<file path="src/rtl/pcr_pkg.sv">
package pcr_pkg;
  typedef enum logic [2:0] {
    OC_REG   = 3'd0,
    OC_UNDEF = 3'd1,
    OC_TRAP  = 3'd2,
    OC_MEM   = 3'd3,
    OC_ALT   = 3'd4
  } outcome_e;

  typedef struct packed {
    logic       halted;
    logic       sec_dbg_off;
    logic       l3_first;
    logic       l3_present;
    logic       l3_cap_trap;
    logic       l3_fg_en;
    logic       l2_en;
    logic       l2_64b;
    logic       host_mode;
    logic       l2_cap_trap;
    logic       fg_rd_trap;
    logic       fg_wr_trap;
    logic [2:0] nest_virt;
  } steer_t;

  localparam logic [5:0] TRAP_CLASS = 6'h18;
  localparam logic [1:0] LVL2 = 2'd2;
  localparam logic [1:0] LVL3 = 2'd3;
endpackage

</file>
<file path="src/rtl/pcr_decide.sv">
module pcr_decide
  import pcr_pkg::*;
(
  input  logic [1:0] lvl_i,
  input  logic       alias_i,
  input  logic       wr_i,
  input  steer_t     st_i,
  output outcome_e   oc_o,
  output logic [1:0] tgt_o
);
  logic l3_undef_first, l3_trap, l3_halt_undef, fg_hit;

  always_comb begin
    l3_undef_first = st_i.halted && st_i.sec_dbg_off && st_i.l3_present &&
                     st_i.l3_first && st_i.l3_cap_trap;
    l3_trap        = st_i.l3_present && st_i.l3_cap_trap;
    l3_halt_undef  = st_i.halted && st_i.sec_dbg_off;
    fg_hit         = st_i.l2_en && (!st_i.l3_present || st_i.l3_fg_en) &&
                     (wr_i ? st_i.fg_wr_trap : st_i.fg_rd_trap);
    oc_o  = OC_UNDEF;
    tgt_o = 2'd0;
    unique case (lvl_i)
      2'd1: begin
        if (!alias_i) begin
          if (l3_undef_first)                         oc_o = OC_UNDEF;
          else if (st_i.l2_en && st_i.l2_cap_trap) begin oc_o = OC_TRAP; tgt_o = LVL2; end
          else if (fg_hit)                          begin oc_o = OC_TRAP; tgt_o = LVL2; end
          else if (l3_trap) begin
            if (l3_halt_undef) oc_o = OC_UNDEF;
            else begin oc_o = OC_TRAP; tgt_o = LVL3; end
          end
          else if (st_i.l2_en && st_i.nest_virt == 3'b111) oc_o = OC_MEM;
          else                                              oc_o = OC_REG;
        end else begin
          if (st_i.l2_en && st_i.nest_virt == 3'b101)    oc_o = OC_MEM;
          else if (st_i.l2_en && st_i.nest_virt[0]) begin oc_o = OC_TRAP; tgt_o = LVL2; end
          else                                           oc_o = OC_UNDEF;
        end
      end
      2'd2: begin
        if (alias_i && !st_i.host_mode) oc_o = OC_UNDEF;
        else if (l3_undef_first)        oc_o = OC_UNDEF;
        else if (l3_trap) begin
          if (l3_halt_undef) oc_o = OC_UNDEF;
          else begin oc_o = OC_TRAP; tgt_o = LVL3; end
        end
        else if (!alias_i && st_i.host_mode) oc_o = OC_ALT;
        else                                 oc_o = OC_REG;
      end
      2'd3: begin
        if (!alias_i) oc_o = OC_REG;
        else if (st_i.l2_en && st_i.l2_64b && st_i.host_mode) oc_o = OC_REG;
        else oc_o = OC_UNDEF;
      end
      default: oc_o = OC_UNDEF;
    endcase
  end
endmodule

</file>
<file path="src/rtl/pcr_store.sv">
module pcr_store #(
  parameter int          DATA_W  = 64,
  parameter logic [63:0] WR_MASK = 64'h0000_0000_1033_0000
) (
  input  logic              clk_i,
  input  logic              rst_ni,
  input  logic              we_i,
  input  logic [DATA_W-1:0] wdata_i,
  output logic [DATA_W-1:0] q_o
);
  for (genvar b = 0; b < DATA_W; b++) begin : g_bit
    if (WR_MASK[b]) begin : g_flop
      always_ff @(posedge clk_i or negedge rst_ni) begin
        if (!rst_ni)   q_o[b] <= 1'b0;
        else if (we_i) q_o[b] <= wdata_i[b];
      end
    end else begin : g_zero
      assign q_o[b] = 1'b0;
    end
  end
endmodule

</file>
<file path="src/rtl/pcr_rdmux.sv">
module pcr_rdmux
  import pcr_pkg::*;
#(
  parameter int DATA_W = 64
) (
  input  outcome_e          oc_i,
  input  logic [DATA_W-1:0] reg_q_i,
  input  logic [DATA_W-1:0] mem_i,
  input  logic [DATA_W-1:0] alt_i,
  output logic [DATA_W-1:0] rdata_o
);
  always_comb begin
    unique case (oc_i)
      OC_REG:  rdata_o = reg_q_i;
      OC_MEM:  rdata_o = mem_i;
      OC_ALT:  rdata_o = alt_i;
      default: rdata_o = '0;
    endcase
  end
endmodule

</file>
<file path="src/rtl/pcr_access_arb.sv">
module pcr_access_arb
  import pcr_pkg::*;
#(
  parameter int          DATA_W   = 64,
  parameter int          ADDR_W   = 12,
  parameter logic [63:0] WR_MASK  = 64'h0000_0000_1033_0000,
  parameter logic [11:0] SLOT_OFS = 12'h100
) (
  input  logic              clk_i,
  input  logic              rst_ni,
  input  logic              req_valid_i,
  input  logic [1:0]        req_lvl_i,
  input  logic              req_alias_i,
  input  logic              req_wr_i,
  input  logic [DATA_W-1:0] req_wdata_i,
  input  logic              halted_i,
  input  logic              sec_dbg_off_i,
  input  logic              l3_first_i,
  input  logic              l3_present_i,
  input  logic              l3_cap_trap_i,
  input  logic              l3_fg_en_i,
  input  logic              l2_en_i,
  input  logic              l2_64b_i,
  input  logic              host_mode_i,
  input  logic              l2_cap_trap_i,
  input  logic              fg_rd_trap_i,
  input  logic              fg_wr_trap_i,
  input  logic [2:0]        nest_virt_i,
  input  logic [DATA_W-1:0] mem_rdata_i,
  input  logic [DATA_W-1:0] alt_rdata_i,
  output logic [DATA_W-1:0] rdata_o,
  output logic [2:0]        outcome_o,
  output logic [1:0]        trap_lvl_o,
  output logic [5:0]        trap_class_o,
  output logic [ADDR_W-1:0] mem_addr_o,
  output logic              mem_we_o,
  output logic [DATA_W-1:0] mem_wdata_o,
  output logic              alt_we_o,
  output logic [DATA_W-1:0] alt_wdata_o
);
  localparam logic [ADDR_W-1:0] SLOT = ADDR_W'(SLOT_OFS);

  steer_t            st;
  outcome_e          oc;
  logic [1:0]        tgt;
  logic              ctl_we;
  logic [DATA_W-1:0] ctl_q;

  assign st = '{halted: halted_i, sec_dbg_off: sec_dbg_off_i, l3_first: l3_first_i,
                l3_present: l3_present_i, l3_cap_trap: l3_cap_trap_i, l3_fg_en: l3_fg_en_i,
                l2_en: l2_en_i, l2_64b: l2_64b_i, host_mode: host_mode_i,
                l2_cap_trap: l2_cap_trap_i, fg_rd_trap: fg_rd_trap_i,
                fg_wr_trap: fg_wr_trap_i, nest_virt: nest_virt_i};

  pcr_decide u_decide (
    .lvl_i  (req_lvl_i),
    .alias_i(req_alias_i),
    .wr_i   (req_wr_i),
    .st_i   (st),
    .oc_o   (oc),
    .tgt_o  (tgt)
  );

  assign ctl_we = req_valid_i && req_wr_i && (oc == OC_REG);

  pcr_store #(.DATA_W(DATA_W), .WR_MASK(WR_MASK)) u_store (
    .clk_i  (clk_i),
    .rst_ni (rst_ni),
    .we_i   (ctl_we),
    .wdata_i(req_wdata_i),
    .q_o    (ctl_q)
  );

  pcr_rdmux #(.DATA_W(DATA_W)) u_rdmux (
    .oc_i   (oc),
    .reg_q_i(ctl_q),
    .mem_i  (mem_rdata_i),
    .alt_i  (alt_rdata_i),
    .rdata_o(rdata_o)
  );

  assign outcome_o    = oc;
  assign trap_lvl_o   = (oc == OC_TRAP) ? tgt : 2'd0;
  assign trap_class_o = (oc == OC_TRAP) ? TRAP_CLASS : 6'd0;
  assign mem_addr_o   = (oc == OC_MEM) ? SLOT : '0;
  assign mem_we_o     = req_valid_i && req_wr_i && (oc == OC_MEM);
  assign mem_wdata_o  = req_wdata_i;
  assign alt_we_o     = req_valid_i && req_wr_i && (oc == OC_ALT);
  assign alt_wdata_o  = req_wdata_i;
endmodule

</file>
<file path="config.mk">
export PLATFORM = sky130hd
export DESIGN_NAME = pcr_access_arb
export DESIGN_NICKNAME = d
export VERILOG_FILES = /design/src/rtl/pcr_pkg.sv /design/src/rtl/pcr_decide.sv /design/src/rtl/pcr_store.sv /design/src/rtl/pcr_rdmux.sv /design/src/rtl/pcr_access_arb.sv
export SDC_FILE = /design/constraint.sdc
export NUM_CORES = 1
export LEC_CHECK = 0
export ABC_AREA = 1
export BUFFER_PORTS_ARGS = -buffer_cell sky130_fd_sc_hd__clkbuf_2
export CORE_AREA = 4 4 166 168
export DETAILED_ROUTE_END_ITERATION = 7
export DIE_AREA = 0 0 170 172
export PLACE_DENSITY = 0.44
export SYNTH_ARGS = -nofsm -noshare
export SYNTH_HDL_FRONTEND = slang
export SYNTH_SLANG_ARGS = --single-unit
export TNS_END_PERCENT = 100
</file>
<file path="constraint.sdc">
create_clock -name clk_i -period 4.9 [get_ports clk_i]
set_clock_uncertainty 0.15 [all_clocks]
set_input_delay 0.735 -clock clk_i [delete_from_list [all_inputs] [get_ports clk_i]]
set_output_delay 0.735 -clock clk_i [all_outputs]
set_load 0.005 [all_outputs]
</file>
; Word level (Yosys, flattened, before mapping)
; Index checks and enable logic that the tools add are counted.
[totals]
in_bits = 214
word_cells = 69
register_bits = 5
output_inout_bits = 217
[op_classes]
reduce_logical = 24
eq_ne = 8
muxes = 32
[op_table]
columns = operator, n
row1 = case mux 64 bit (3 select lines), 1
row2 = two-way mux 3 bit, 11
row3 = two-way mux 2 bit, 14
row4 = logical AND 1 bit, 19
row5 = == test 3 bit (second input constant), 3
row6 = two-way mux 9 bit, 1
row7 = case mux 3 bit (3 select lines), 1
row8 = == test 3 x 2 -> 1 bit (second input constant), 2
row9 = two-way mux 5 bit, 1
row10 = == test 2 bit (second input constant), 2
row11 = case mux 2 bit (2 select lines), 1
row12 = zero test 1 bit, 3
row13 = zero test 3 bit, 1
row14 = == test 2 x 1 -> 1 bit (second input constant), 1
row15 = two-way mux 1 bit, 2
row16 = logical OR 1 bit, 1

; Longest topological paths before layout
[logic_depth]
word_depth = 11
depth_mapped = 15
ltp_nobuf = 14

; Cells and area by module
; From an unflattened synthesis, not the netlist that was laid out.
[hier_totals]
cells_unflattened = 614
area_unflattened_um2 = 3801.1
[modules_own_cells]
columns = module, seq_area_each_um2, cells_each, n_inst, area_per_inst_um2
row1 = pcr_rdmux, 0.0, 307, 1, 1686.6
row2 = pcr_access_arb, 0.0, 162, 1, 1158.6
row3 = pcr_store, 125.1, 81, 1, 631.9
row4 = pcr_decide, 0.0, 64, 1, 324.1

; Worst setup path after synthesis
; OpenSTA, ideal clock, no wires.
[synth_path]
path_type = input port to output port
startpoint = input port req_lvl_i[0]
endpoint = output port rdata_o[58]
path_stages = 7
slack_ns = 1.984
arrival_time_ns = 2.031
required_time_ns = 4.015
path_buffers = 2
cell_sequence = inv_1 ha_1 nor4_4 buf_2 clkbuf_1 nand3_1 o21ai_1
[synth_via]
elab_chain_len = 4
elab_cells_between_ends = 8
cone_classes = eq/ne (5) / mux (2) / reduce/logical (1)
[synth_rtl]
columns = item, line
row1 = "start, declared", pcr_access_arb.sv:12  ; input logic [1:0] req_lvl_i,
row2 = == test 2 bit or == test 2 x 1 -> 1 bit (tied branches), pcr_decide.sv:22  ; unique case (lvl_i)
row3 = case mux 3 bit (3 select lines) *, pcr_decide.sv:22
row4 = "== test 3 bit, or another cell as far along", pcr_rdmux.sv:13  ; unique case (oc_i)
row5 = case mux 64 bit (3 select lines) *, pcr_rdmux.sv:13
row6 = "end, declared", pcr_access_arb.sv:31  ; output logic [DATA_W-1:0] rdata_o,
; Every way passes the cells marked *; elsewhere a longest branch is shown, timed or not.

; Worst setup path after layout
[layout_path]
startpoint = input port req_lvl_i[0]
endpoint = output port rdata_o[15]
; The elaborated chain is that of the path after synthesis.

==> flow_summary.yaml <==
yosys:
  synth_area_um2: 3010
  synth_compound_area_share_pct: 19.5
  synth_adder_area_share_pct: 1.66
  seq_area_frac_synth_pct: 4.16
  synth_cells: 458
  synthMuxAreaShare_pct: 0
  synth_top_family_by_area: "buffers and inverters"
  ys_types: 31
  synth_xor_area_share_pct: 0
  yosysWarnings: 0
  synth-seq-cells: 5
  synth-simple-area-share_pct: 23.3
  avgSynthCellArea_um2: 6.57
place:
  pre_cts_ws_ns: 0.948
  hpwl_um: 9740
  port_buffers: 238
  placed_cells: 882
  gp_congestion: 0.750
  dpl_cell_area_um2: 3470
status:
  status: "finished clean"
grt:
  grt_pass1_wl_um: 15900
  grt_max_degree: 66
  grt_pass1_vias: 2875
  gr-total-overflow: 0
  grt_usage_pct: 6.85
  antenna_found_initial: 1
floorplanning:
  start_util_pct: 11.6
  dieArea_um2: 29200
  io_pins: 431
  die_w_um: 170
  core_area_um2: 25900
  die_h_um: 172
  floorplan.rows: 59
sta:
  post-route-period-util_pct: 78.9
  rsz0062_at_grt: "no"
  clock.fmax_ghz: 0.259
  finalHoldViolCount: 0
  layout_min_cycle_time_ns: 3.87
  relSlewSlack_pct: 47.5
  tns_ns: 0
  timing.hold.ws_ns: 0.175
  finalWorstSetupSlack_ns: 1.03
  finalSetupViolations: 0
  slew_violations: 0
  worst_slew_pin_slew_ns: 0.787
cts:
  clock_path_buffers: 2
  cts_resized: 0
  path_clk_slew_ns: 0.03
  cts_tree: "yes"
  cts_buffers: 3
  cts.sinks: 5
  hold_buffers: 0
  cts-root-buf: "clkbuf_16"
  cts_max_level: 1
  clk_latency_ns: 0.23
  cts_setup_buffers: 0
pwr:
  max-vdd-ir-drop_mv: 0.156
  p_per_area_nw_per_um2: 119
  leakage_nw: 2.04
drt:
  firstDrtPassIters: 4
  drt_iter0_drc: 95
  drcViolationCount: 0
  routed_wl_um: 11400
  wire_per_inst_um: 12.8
  viasPerCell: 3.38
  final_antenna_net_count: 0
  vias: 2996
worst_setup_path:
  critical_path_class: "in -> out"
  cpPeakStageDelay_ns: 0.57
  path_cells: "clkbuf_2 > inv_1 > ha_1 > a31o_2 > nor2_1 > nand2_2 > nor2_4 > buf_4 > nand3_1 > o21ai_2 > clkbuf_2"
  crit_arrival_ns: 2.98
  endpoint_kind: "output pin"
  crit_path_start_kind: "input port"
  worstPathMaxFanout: 25
  crit_required_ns: 4.01
  crit_slowest_cell: "nor2_4"
  cp_common_cell: "clkbuf_2"
finish:
  instances_no_fill: 886
  diodes: 0
  top_regs: "u_store.q_o x5"
  largest_reg_flops: 5
  regMostFlops: "u_store.q_o"
  drive_above_1_share_pct: 58.3
  design_area_um2: 3550
  area_growth_pct: 17.9
  multi_input_area_um2: 1400
  fill_cells: 3078
  register_area_um2: 125
  fin_nets: 770
min_path:
  hold_class: "in -> async"
run:
  drv_cap: 0
-- logic make-up after synthesis --
group                    Yosys count
buffers and inverters            242
AND/OR/NAND/NOR                  137
AO/OA/AOI/OAI                     69
flip-flops                         5
adder cells (fa/ha/maj)            4
other                              1
-- per-layer routing --
layer / vias up / part of all wire, % / GRT usage [%]
met2: 182 / 48 / 11.8
met5: - / 0.11 / 0
met1: 1267 / 35 / 7.69
li1: 1485 / - / -
met3: 60 / 11 / 1.71
met4: 2 / 5.4 / 3.99
-- cells in the mapped netlist --
cell type	number	area, µm²
a21oi_4	1	16.3
inv_1	69	259
buf_1	4	15.0
conb_1	1	3.75
nor2_1	5	18.8
clkbuf_1	3	11.3
nor4_4	1	21.3
a21oi_2	1	8.76
buf_4	144	1080
a21oi_1	5	25.0
nor2_2	2	12.5
nand4_1	11	68.8
clkinv_1	1	3.75
nor3b_1	1	7.51
nand2_2	5	31.3
nor4_1	1	6.26
buf_6	12	135
inv_2	5	18.8
o21ai_2	58	508
nand3_4	1	17.5
nand3_1	77	385
o21ai_0	1	5.00
ha_1	4	50.1
nand3_2	1	10.0
o2bb2ai_1	1	8.76
buf_2	4	20.0
dfrtp_1	5	125
nand2_1	31	116
o21ai_1	1	5.00
a31o_2	1	8.76
nor3_1	1	5.00
-- cells in the final DEF (no fill, tap or decap), drive strengths merged --
| cell type | n |
|---|---|
| a21oi | 7 |
| a31o | 1 |
| buf | 4 |
| clkbuf | 242 |
| clkinv | 1 |
| conb | 15 |
| dfrtp | 5 |
| ha | 4 |
| inv | 74 |
| nand2 | 36 |
| nand3 | 79 |
| nand4 | 11 |
| nor2 | 7 |
| nor3 | 1 |
| nor3b | 1 |
| nor4 | 2 |
| o21ai | 60 |
| o2bb2ai | 1 |
-- critical path, delay by kind of cell --
family                     cells  cell delay (ns)
buffers and inverters          4             0.62
adders and majority gates      1             0.27
and+or+nand+nor                4             0.99
AOI/OAI and AO/OA              2             0.34
-- final timing paths --
path	startpoint	end	cells past startpoint	slack (ns)
min in group clk_i	u_store.q_o[16]	u_store.q_o[16]	2	0.33
max in group asynchronous	rst_ni	u_store.q_o[28]	1	4.28
min	rst_ni	u_store.q_o[21]	1	0.17
max	req_lvl_i[0]	rdata_o[15]	11	1.03
max reg2reg	u_store.q_o[17]	u_store.q_o[17]	2	4.12
min reg2reg	u_store.q_o[16]	u_store.q_o[16]	2	0.33
-- per-stage QoR --
stage,total power [W],utilization [%]
3_5_place_dp,0.000291,13.4
4_1_cts,0.000429,13.7
3_3_place_gp,0.000290,13.4
6_report,0.000422,13.7
2_1_floorplan,0.000270,-
5_1_grt,0.000457,13.7
-- where the power goes --
group	leakage (nW)	switching, W	total (W)	internal, W
clock network	0.0382	0.0000278	0.000136	0.000108
registers	0.0624	0.00000670	0.0000583	0.0000516
logic	1.94	0.000129	0.000228	0.0000990
total	2.04	0.000164	0.000422	0.000259
-- cell type report --
cell class / count / area share, %
sequential: 5 / 3.53
timing repair buffer: 242 / 35.1
clock buffer: 4 / 2.22
tap: 335 / 11.8
inverter: 75 / 7.93
multi-input combinational: 225 / 39.4
No activity file was read; power rests on OpenSTA's default activity.
